<file path="src/rtl/mcm_pkg.sv">
package mcm_pkg;
  localparam int unsigned ADDR_W = 16;
  localparam int unsigned DATA_W = 8;
  localparam int unsigned BANK_W = 6;
  localparam int unsigned MODE_W = 3;
  localparam int unsigned HI_W   = BANK_W + 3;  // A21, A20, bank, A13

  typedef struct packed {
    logic [MODE_W-1:0] mode;
    logic              wp;
    logic              a20;
    logic              a21;
    logic [BANK_W-1:0] bank;   // bank[0] = PRG A14
    logic              mirror;
    logic              p;
  } cfg_t;

  localparam cfg_t CFG_RESET = '0;
endpackage

</file>
<file path="src/rtl/mcm_cfg_latch.sv">
module mcm_cfg_latch
  import mcm_pkg::*;
#(
  parameter int unsigned SUBMAPPER = 1
) (
  input  logic              clk,
  input  logic              rst_n,
  input  logic [ADDR_W-1:0] cpu_addr,
  input  logic [DATA_W-1:0] cpu_data,
  input  logic              cpu_rw,
  input  logic              romsel_n,
  input  logic              wr_stb,
  output cfg_t              cfg
);
  logic win_hit;
  logic take;
  cfg_t nxt;

  generate
    if (SUBMAPPER == 0) begin : g_dec_f
      assign win_hit = (cpu_addr[15:12] == 4'hF);
    end else begin : g_dec_ef
      assign win_hit = (cpu_addr[15:13] == 3'b111);
    end
  endgenerate

  assign take = wr_stb && !cpu_rw && !romsel_n && win_hit;

  always_comb begin
    nxt.mode   = cpu_addr[MODE_W-1:0];
    nxt.wp     = cpu_addr[3];
    nxt.a20    = cpu_addr[4];
    nxt.a21    = (SUBMAPPER == 0) ? 1'b0 : cpu_addr[12];
    nxt.bank   = cpu_data[BANK_W-1:0];
    nxt.mirror = cpu_data[6];
    nxt.p      = cpu_data[7];
  end

  always_ff @(posedge clk or negedge rst_n) begin
    if (!rst_n)    cfg <= CFG_RESET;
    else if (take) cfg <= nxt;
  end

  AST_LOAD_MODE: assert property (@(posedge clk) disable iff (!rst_n)
    take |=> (cfg.mode == $past(cpu_addr[2:0])));
  AST_LOAD_DATA: assert property (@(posedge clk) disable iff (!rst_n)
    take |=> (cfg.bank == $past(cpu_data[5:0]) && cfg.p == $past(cpu_data[7])));
  AST_IGNORE_WRITE: assert property (@(posedge clk) disable iff (!rst_n)
    (wr_stb && (cpu_rw || romsel_n || !win_hit)) |=> $stable(cfg));
endmodule

</file>
<file path="src/rtl/mcm_prg_route.sv">
module mcm_prg_route
  import mcm_pkg::*;
#(
  parameter int unsigned SUBMAPPER = 1
) (
  input  logic              clk,
  input  logic              rst_n,
  input  cfg_t              cfg,
  input  logic [ADDR_W-1:0] cpu_addr,
  output logic [HI_W-1:0]   prg_hi,
  output logic              prg_lo_sel
);
  logic [BANK_W-1:0] bank_o;
  logic              a13_o;
  logic              lo_win;
  logic              a21_o;

  assign lo_win = (cpu_addr[15:13] == 3'b011);

  generate
    if (SUBMAPPER == 0) begin : g_a21_tie
      assign a21_o = 1'b1;
    end else begin : g_a21_latch
      assign a21_o = cfg.a21;
    end
  endgenerate

  always_comb begin
    bank_o     = cfg.bank;
    a13_o      = cpu_addr[13];
    prg_lo_sel = 1'b0;
    case (cfg.mode)
      3'd0, 3'd4: bank_o[0] = cpu_addr[14];
      3'd1: if (cpu_addr[14]) bank_o[2:0] = 3'b111;
      3'd2, 3'd6: a13_o = cfg.p;
      3'd5: begin
        if (!cpu_addr[15]) begin
          a13_o      = cfg.p;
          prg_lo_sel = lo_win;
        end else begin
          bank_o[0]   = cpu_addr[14];
          bank_o[2:1] = 2'b11;
        end
      end
      default: ;
    endcase
  end

  assign prg_hi = {a21_o, cfg.a20, bank_o, a13_o};

  AST_UNROM_TOP: assert property (@(posedge clk) disable iff (!rst_n)
    (cfg.mode == 3'd1 && cpu_addr[14]) |-> (prg_hi[3:1] == 3'b111));
  AST_LO_SEL_MODE: assert property (@(posedge clk) disable iff (!rst_n)
    prg_lo_sel |-> (cfg.mode == 3'd5 && cpu_addr[15:13] == 3'b011));
  AST_NROM256_A14: assert property (@(posedge clk) disable iff (!rst_n)
    (cfg.mode[1:0] == 2'b00) |-> (prg_hi[1] == cpu_addr[14]));
  AST_SUB0_A21: assert property (@(posedge clk) disable iff (!rst_n)
    (SUBMAPPER == 0) |-> prg_hi[HI_W-1]);
endmodule

</file>
<file path="src/rtl/mcm_ppu_side.sv">
module mcm_ppu_side
  import mcm_pkg::*;
(
  input  logic clk,
  input  logic rst_n,
  input  cfg_t cfg,
  input  logic ppu_we,
  output logic mirror_h,
  output logic chr_we
);
  assign mirror_h = cfg.mirror;
  assign chr_we   = ppu_we & ~cfg.wp;

  AST_CHR_PROTECT: assert property (@(posedge clk) disable iff (!rst_n)
    cfg.wp |-> !chr_we);
endmodule

</file>
<file path="src/rtl/multicart_bank_mapper.sv">
module multicart_bank_mapper
  import mcm_pkg::*;
#(
  parameter int unsigned SUBMAPPER = 1
) (
  input  logic              clk,
  input  logic              rst_n,
  input  logic [ADDR_W-1:0] cpu_addr,
  input  logic [DATA_W-1:0] cpu_data,
  input  logic              cpu_rw,
  input  logic              romsel_n,
  input  logic              wr_stb,
  input  logic              ppu_we,
  output logic [HI_W-1:0]   prg_hi,
  output logic              prg_lo_sel,
  output logic              mirror_h,
  output logic              chr_we
);
  cfg_t cfg;

  mcm_cfg_latch #(.SUBMAPPER(SUBMAPPER)) u_latch (
    .clk(clk), .rst_n(rst_n), .cpu_addr(cpu_addr), .cpu_data(cpu_data),
    .cpu_rw(cpu_rw), .romsel_n(romsel_n), .wr_stb(wr_stb), .cfg(cfg)
  );

  mcm_prg_route #(.SUBMAPPER(SUBMAPPER)) u_route (
    .clk(clk), .rst_n(rst_n), .cfg(cfg), .cpu_addr(cpu_addr),
    .prg_hi(prg_hi), .prg_lo_sel(prg_lo_sel)
  );

  mcm_ppu_side u_ppu (
    .clk(clk), .rst_n(rst_n), .cfg(cfg), .ppu_we(ppu_we),
    .mirror_h(mirror_h), .chr_we(chr_we)
  );
endmodule

</file>
<file path="config.mk">
export PLATFORM = sky130hd
export DESIGN_NAME = multicart_bank_mapper
export DESIGN_NICKNAME = d
export VERILOG_FILES = /design/src/rtl/mcm_pkg.sv /design/src/rtl/mcm_cfg_latch.sv /design/src/rtl/mcm_prg_route.sv /design/src/rtl/mcm_ppu_side.sv /design/src/rtl/multicart_bank_mapper.sv
export SDC_FILE = /design/constraint.sdc
export NUM_CORES = 1
export LEC_CHECK = 0
export CORE_MARGIN = 2
export CORE_UTILIZATION = 35
export CTS_BUF_LIST = sky130_fd_sc_hd__clkbuf_2 sky130_fd_sc_hd__clkbuf_4 sky130_fd_sc_hd__clkbuf_8
export DETAILED_ROUTE_END_ITERATION = 7
export PLACE_DENSITY = 0.77
export SYNTH_ARGS = -nofsm -noshare
export SYNTH_HDL_FRONTEND = slang
export SYNTH_SLANG_ARGS = --single-unit
</file>
<file path="constraint.sdc">
create_clock -name clk -period 1.36 [get_ports clk]
set_clock_uncertainty 0.15 [all_clocks]
set_input_delay 0.272 -clock clk [delete_from_list [all_inputs] [get_ports clk]]
set_output_delay 0.272 -clock clk [all_outputs]
set_load 0.1 [all_outputs]
</file>
==> results of run 1 <==
[power breakdown]
group / internal [mW] / switching (mW) / leakage (nW)
clock network: 0.163 / 0.148 / 0.0210
logic: 0.516 / 0.681 / 0.450
registers: 0.497 / 0.0822 / 0.179
[stage by stage]
step	setup slack (ns)	util (%)
floorplan	-0.380	-
global placement	-0.761	64.3
detailed placement	-0.794	64.3
CTS	-0.510	68.0
global route	-0.605	68.4
finish	-0.523	68.4
[worst reg2reg max path: stages, from the launching register on]
cell and delay (ns):
dfrtp_1 0.43, buf_4 0.16, mux2_4 0.25
[logic make-up after synthesis]
group	share of synthesized area [%]
AO/OA/AOI/OAI	1.34
buffers and inverters	10.2
flip-flops	47.0
multiplexers	30.4
AND/OR/NAND/NOR	11.1
[repair_timing]
| action | CTS | global route |
|---|---|---|
| cloned | 1 | 0 |
| pin swaps | 7 | 3 |
| buffers inserted | 1 | 0 |
| resized for setup | 30 | 3 |
| setup endpoints to repair | 20 | 18 |
[cell usage after synthesis, drive strengths merged]
library cell / instances / area [µm²]
mux2: 15 / 206
dfrtp: 14 / 350
buf: 8 / 76.3
nand2: 4 / 15.0
mux2i: 2 / 20.0
nand3: 2 / 10.0
nand3b: 2 / 15.0
o21ai: 2 / 10.0
or2: 2 / 12.5
nor2b: 1 / 6.26
nor3: 1 / 5.00
nor3b: 1 / 7.51
or4: 1 / 11.3
[final cells by class]
type,count,area share (%)
clock buffer,4,2.68
timing repair buffer,44,39.9
sequential,14,25.8
multi-input combinational,34,29.1
tap,27,2.49
[per-layer routing]
metal  vias to the layer above  part of all wire (%)  wire length, µm
met4                         0                   2.7               51
met1                       266                    39              736
met5                         -                     0                0
met2                        24                    53             1010
met3                         6                   5.8              111
li1                        270                     -                -
[worst min path at each step]
stage | start | endpoint | depth (start not counted) | slack, ns
floorplan | rst_n | u_latch.cfg[0]$_DFFE_PN0P_ | 0 | -0.17
global placement | u_latch.cfg[4]$_DFFE_PN0P_ | u_latch.cfg[4]$_DFFE_PN0P_ | 1 | 0.35
detailed placement | u_latch.cfg[4]$_DFFE_PN0P_ | u_latch.cfg[4]$_DFFE_PN0P_ | 1 | 0.36
CTS | rst_n | u_latch.cfg[4]$_DFFE_PN0P_ | 2 | 0.14
global route | rst_n | u_latch.cfg[3]$_DFFE_PN0P_ | 2 | 0.13
finish | rst_n | u_latch.cfg[11]$_DFFE_PN0P_ | 2 | 0.13
==> flow_summary.yaml, run 1 <==
outcome:
  outcome: "finished with violations"
  violations: "setup timing"
route:
  vias: 566
  routedWlPerCell_um: 15.5
  drtIter0Drc: 6
  avgViaCountPerCell: 4.60
  dr.pass1.iters: 3
  drc: 0
  final_antenna_net_count: 0
  wirelength_um: 1910
setup_path:
  cp_num_cells: 4
  r2r_start: "u_latch.cfg[13]$_DFFE_PN0P_"
  path_delay_family: "flip-flops"
  endpoint_kind: "output port"
  crit_chain: "mux2i_2 -> nor3b_2 -> or2_4 -> buf_12"
  critPathLaunch: "u_latch.cfg[13]$_DFFE_PN0P_"
  critPathMaxFanout: 3
  cp.arrival_ns: 1.46
  crit_slowest_cell: "dfrtp_1"
  timing.critical_path.to: "prg_hi[2]"
  critPathRequiredTime_ns: 0.94
  reg2reg_depth: 2
  timing.rr.end: "u_latch.cfg[13]$_DFFE_PN0P_"
  critPathKind: "flop to output port"
  rrSetupSlack_ns: 0.27
  slowest_delay_ns: 0.43
  cp-start-kind: "flop"
  cp_num_buf_inv: 1
place:
  placed_area_um2: 1270
  port_buffers: 34
  place_inst: 117
  gp_congestion: 0.701
global_route:
  use_met1_pct: 19.3
  grt_max_degree: 15
  antenna_found_initial: 0
  grt_pass1_wl_um: 3150
  grt_pass1_vias: 692
  grt_usage_pct: 17.5
  met2_usage_pct: 30.0
  grt-ovfl-total: 0
  grt.busiest_layer: "met2"
  use_met3_pct: 4.76
clock_tree:
  cts.path.max_buffers: 2
  postCtsHoldBufs: 0
  cts_sinks: 14
  htree_levels: 1
  clk_latency_ns: 0.29
  cts_root_buf: "clkbuf_4"
  cts.reportedPaths.clkPinSlew_ns: 0.09
  cts_buffers: 3
  cts_tree: "done"
pwr:
  power_mw: 2.09
  power_density_nw_per_um2: 1540
  vdd.ir_drop.worst_uv: 1490
  leakagePower_nw: 0.650
yosys:
  synth_cell_types: 16
  syn_inst: 55
  avgSynthCellArea_um2: 13.6
  synth-seq-cells: 14
  ys_seq_area_share_pct: 47.0
  syn_area_um2: 746
  ys_warn_count: 0
  syn_nets: 85
floorplanning:
  fp.dieH_um: 50.2
  rows: 16
  initial_core_util_pct: 37.6
  fp.dieW_um: 50.2
  die_area_um2: 2520
  pin_count: 42
  core_area_um2: 1980
job:
  max_cap_violations: 0
finish:
  instances_no_fill: 123
  layout-drive-gt1-share_pct: 59.4
  multi_input_area_um2: 394
  final_cell_mix: "clkdlybuf4s50_1 (15), dfrtp_1 (14), buf_12 (12)"
  nets: 127
  regArea_um2: 350
  largest_reg_flops: 14
  top_regs: "u_latch.cfg: 14 flops"
  stdcell_area_um2: 1360
  diodes: 0
  fill_cells: 137
  regMostFlops: "u_latch.cfg"
  synthToLayoutAreaGrowth_pct: 81.9
  final_common_cell: "clkdlybuf4s50_1"
sta:
  hold_viol_final: 0
  whs_ns: 0.134
  slew_viol_final: 0
  finalWorstSetupSlack_ns: -0.523
  clock.fmax_ghz: 0.531
  worst_pin_slew_ns: 0.220
  slew_headroom_pct: 85.2
  setup_tns_ns: -2.76
  rsz0062_at_grt: "true"
  fin_crit_ns: 1.88
  finalSetupViolations: 13
  min_period_over_period_pct: 138
worst_hold_path:
  worstHoldPathType: "primary input to async pin"
Power figures use the tool's default switching activity.
==> run 2: changes to the inputs <==
Settings changed: PLACE_DENSITY 0.77 to 0.86.
==> flow_summary.yaml, run 2 (synthesis results as in run 1) <==
floorplanning:
  fp.dieW_um: 50.2
  pin_count: 42
  initial_core_util_pct: 37.6
  rows: 16
  die_area_um2: 2520
  core_area_um2: 1980
  fp.dieH_um: 50.2
route:
  wirelength_um: 1930
  drtIter0Drc: 6
  routedWlPerCell_um: 15.7
  final_antenna_net_count: 0
  vias: 592
  dr.pass1.iters: 4
  drc: 0
  avgViaCountPerCell: 4.81
setup_path:
  critPathMaxFanout: 4
  cp-start-kind: "flop"
  r2r_start: "u_latch.cfg[12]$_DFFE_PN0P_"
  endpoint_kind: "output port"
  critPathRequiredTime_ns: 0.94
  timing.rr.end: "u_latch.cfg[12]$_DFFE_PN0P_"
  reg2reg_depth: 2
  critPathKind: "flop to output port"
  cp.arrival_ns: 1.45
  rrSetupSlack_ns: 0.23
global_route:
  antenna_found_initial: 0
  grt_max_degree: 15
  grt_pass1_vias: 630
  grt_usage_pct: 16.1
  grt_pass1_wl_um: 2900
  grt-ovfl-total: 0
sta:
  slew_headroom_pct: 83.2
  rsz0062_at_grt: "true"
  slew_viol_final: 0
  hold_viol_final: 0
  worst_pin_slew_ns: 0.251
  min_period_over_period_pct: 138
  setup_tns_ns: -2.70
  clock.fmax_ghz: 0.534
  finalSetupViolations: 13
  fin_crit_ns: 1.87
  finalWorstSetupSlack_ns: -0.511
pwr:
  vdd.ir_drop.worst_uv: 950
  power_density_nw_per_um2: 1530
  power_mw: 2.08
  leakagePower_nw: 0.648
finish:
  layout-drive-gt1-share_pct: 60.4
  largest_reg_flops: 14
  diodes: 0
  nets: 127
  utilization_pct: 68.2
  final_common_cell: "clkdlybuf4s50_1"
  top_regs: "u_latch.cfg: 14 flops"
  final_cell_mix: "clkdlybuf4s50_1 (15), dfrtp_1 (13), buf_12 (12)"
  synthToLayoutAreaGrowth_pct: 81.4
  regMostFlops: "u_latch.cfg"
  stdcell_area_um2: 1350
place:
  post-dp-hpwl_um: 1350
  port_buffers: 34
  placed_area_um2: 1260
  gp_congestion: 0.748
  dp_slack_ns: -0.784
clock_tree:
  cts_buffers: 3
  htree_levels: 1
  clk_latency_ns: 0.29
  cts_tree: "done"
  cts_root_buf: "clkbuf_4"
  cts_sinks: 14
  cts.reportedPaths.clkPinSlew_ns: 0.09
  cts.path.max_buffers: 2
job:
  max_cap_violations: 0
outcome:
  violations: "setup timing"
  outcome: "finished with violations"
worst_hold_path:
  worstHoldPathType: "primary input to async pin"
run 2: area by class of cell:
| type | instances | area (µm²) |
|---|---|---|
| Fill cell | 146 | 629 |
| Sequential cell | 14 | 352 |
| Clock buffer | 4 | 36.3 |
| Timing Repair Buffer | 44 | 541 |
| Multi-Input combinational cell | 34 | 390 |
| Tap cell | 27 | 33.8 |
run 2: through the flow:
step,hold WS (ns),cells
2_1_floorplan,-0.174,55
3_3_place_gp,0.351,115
3_5_place_dp,0.348,115
4_1_cts,0.136,122
5_1_grt,0.144,123
6_report,0.131,123
run 2: worst max-delay path by stage:
| stage | from | endpoint | slack (ns) |
|---|---|---|---|
| floorplan | u_latch.cfg[13]$_DFFE_PN0P_ | prg_lo_sel | -0.38 |
| global placement | cpu_addr[13] | u_latch.cfg[10]$_DFFE_PN0P_ | -0.74 |
| detailed placement | cpu_addr[13] | u_latch.cfg[12]$_DFFE_PN0P_ | -0.78 |
| CTS | u_latch.cfg[11]$_DFFE_PN0P_ | prg_lo_sel | -0.53 |
| global route | u_latch.cfg[13]$_DFFE_PN0P_ | prg_hi[1] | -0.58 |
| finish | u_latch.cfg[13]$_DFFE_PN0P_ | prg_hi[1] | -0.51 |
run 2: report_power, final:
part / switching [mW] / internal, mW
logic: 0.675 / 0.509
registers: 0.0851 / 0.498
clock network: 0.144 / 0.163
run 2: timing repair:
item	in CTS	in global routing
pin swaps	7	9
endpoints found under the setup margin	20	20
cloned	1	0
buffers inserted	2	2
hold buffers	0	0
gates resized for setup	30	7
hold endpoints to repair	0	0
run 2: per-layer routing:
| metal | GRT usage, % | vias up | wire (µm) |
|---|---|---|---|
| li1 | - | 273 | - |
| met2 | 30.7 | 24 | 1060 |
| met1 | 16.9 | 291 | 746 |
| met5 | 0 | - | 0 |
| met3 | 2.98 | 4 | 90 |
| met4 | 6.94 | 0 | 31 |
run 2: worst max-delay path: stages, from the launching register on:
cell,delay (ns)
dfrtp_1,0.43
nand3b_1,0.16
buf_4,0.17
nand3b_1,0.12
nand3_4,0.10
buf_12,0.18
==> run 3: changes to the inputs <==
Settings changed: CTS_BUF_LIST sky130_fd_sc_hd__clkbuf_2 sky130_fd_sc_hd__clkbuf_4 sky130_fd_sc_hd__clkbuf_8 to sky130_fd_sc_hd__clkbuf_4.
==> flow_summary.yaml, run 3 (synthesis results as in run 1) <==
outcome:
  outcome: "finished with violations"
  violations: "setup timing"
pwr:
  power_mw: 2.04
  power_density_nw_per_um2: 1500
  leakagePower_nw: 0.660
  vdd.ir_drop.worst_uv: 879
floorplanning:
  die_area_um2: 2520
  rows: 16
  fp.dieH_um: 50.2
  pin_count: 42
  core_area_um2: 1980
  initial_core_util_pct: 37.6
  fp.dieW_um: 50.2
setup_path:
  endpoint_kind: "output port"
  critPathKind: "flop to output port"
  slowest_delay_ns: 0.45
  critPathMaxFanout: 5
  crit_chain: "buf_6 -> mux2_4 -> nand2_2 -> o21ai_2 -> buf_12"
  crit_slowest_cell: "dfrtp_1"
  critPathRequiredTime_ns: 0.94
  cp-start-kind: "flop"
  cp.arrival_ns: 1.47
route:
  final_antenna_net_count: 0
  dr.pass1.iters: 4
  routedWlPerCell_um: 15.2
  avgViaCountPerCell: 4.70
  vias: 588
  wirelength_um: 1900
  drtIter0Drc: 11
  drc: 0
finish:
  diodes: 0
  top_regs: "u_latch.cfg: 14 flops"
  layout-drive-gt1-share_pct: 60.2
  final_common_cell: "clkdlybuf4s50_1"
  final_cell_mix: "clkdlybuf4s50_1 (15), dfrtp_1 (14), mux2_4 (12), buf_4 (12), buf_12 (12)"
  synthToLayoutAreaGrowth_pct: 82.9
  instances_no_fill: 125
  largest_reg_flops: 14
  nets: 129
  regMostFlops: "u_latch.cfg"
global_route:
  grt_pass1_vias: 611
  use_met1_pct: 16.0
  met2_usage_pct: 28.9
  antenna_found_initial: 0
  grt_max_degree: 15
  use_met3_pct: 2.98
  grt-ovfl-total: 0
  grt.busiest_layer: "met2"
  grt_pass1_wl_um: 2730
  grt_usage_pct: 15.3
sta:
  rsz0062_at_grt: "true"
  clock.fmax_ghz: 0.528
  worst_pin_slew_ns: 0.250
  finalSetupViolations: 13
  fin_crit_ns: 1.89
  hold_viol_final: 0
  min_period_over_period_pct: 139
  slew_viol_final: 0
  finalWorstSetupSlack_ns: -0.532
  slew_headroom_pct: 83.2
clock_tree:
  cts_root_buf: "clkbuf_4"
  htree_levels: 1
  cts_sinks: 14
  postCtsHoldBufs: 0
  clk_latency_ns: 0.28
  cts.path.max_buffers: 2
  cts_buffers: 3
  cts_tree: "done"
  cts.reportedPaths.clkPinSlew_ns: 0.09
place:
  dp_slack_ns: -0.784
  port_buffers: 34
  gp_congestion: 0.748
  place_inst: 115
  post-dp-hpwl_um: 1350
job:
  max_cap_violations: 0
worst_hold_path:
  worstHoldPathType: "primary input to async pin"
run 3: metal layers:
layer / up-vias / routed length [µm] / share of wire [%]
met3: 2 / 96 / 5.0
met5: - / 0 / 0
li1: 275 / - / -
met2: 24 / 1060 / 56
met1: 287 / 728 / 38
met4: 0 / 17 / 0.89
run 3: layout make-up:
| type | instances | area, µm² |
|---|---|---|
| Sequential cell | 14 | 350 |
| Clock buffer | 3 | 22.5 |
| Multi-Input combinational cell | 34 | 400 |
| Clock inverter | 1 | 3.75 |
| Fill cell | 147 | 618 |
| Tap cell | 27 | 33.8 |
| Timing Repair Buffer | 46 | 553 |
run 3: per-stage QoR:
step | hold WS (ns) | instance area [µm²] | util, % | TNS (ns)
after detailed placement | 0.348 | 1260 | 63.6 | -14.15
after CTS | 0.136 | 1330 | 67.1 | -3.19
final | 0.134 | 1360 | 68.8 | -2.84
after floorplan | -0.174 | 793 | - | -3.86
after global placement | 0.351 | 1260 | 63.6 | -13.22
after global routing | 0.144 | 1360 | 68.8 | -3.22
run 3: final timing paths:
path | start | to | slack [ns] | cells after the start
max | u_latch.cfg[11]$_DFFE_PN0P_ | prg_hi[0] | -0.53 | 5
max reg2reg | u_latch.cfg[12]$_DFFE_PN0P_ | u_latch.cfg[12]$_DFFE_PN0P_ | 0.24 | 2
min | rst_n | u_latch.cfg[8]$_DFFE_PN0P_ | 0.13 | 2
min reg2reg | u_latch.cfg[3]$_DFFE_PN0P_ | u_latch.cfg[3]$_DFFE_PN0P_ | 0.38 | 1
min in group clk | romsel_n | u_latch.cfg[11]$_DFFE_PN0P_ | 0.33 | 3
max in group asynchronous | rst_n | u_latch.cfg[5]$_DFFE_PN0P_ | 0.75 | 2
run 3: repair_timing:
action	4_1_cts	5_1_grt
pin swaps	7	7
gates cloned	1	0
resized for setup	34	4
endpoints found under the setup margin	20	14
buffers inserted	2	3
run 3: where the power goes:
part	internal, mW	switching, mW
logic	0.532	0.686
registers	0.497	0.0857
clock network	0.106	0.135
run 3: worst max-delay path: cells and delay by family (launching register included):
kind	cells	cell delay (ns)
AOI/OAI and AO/OA	1	0.06
DFF	1	0.45
buffers and inverters	2	0.31
and+or+nand+nor	1	0.06
muxes	1	0.30
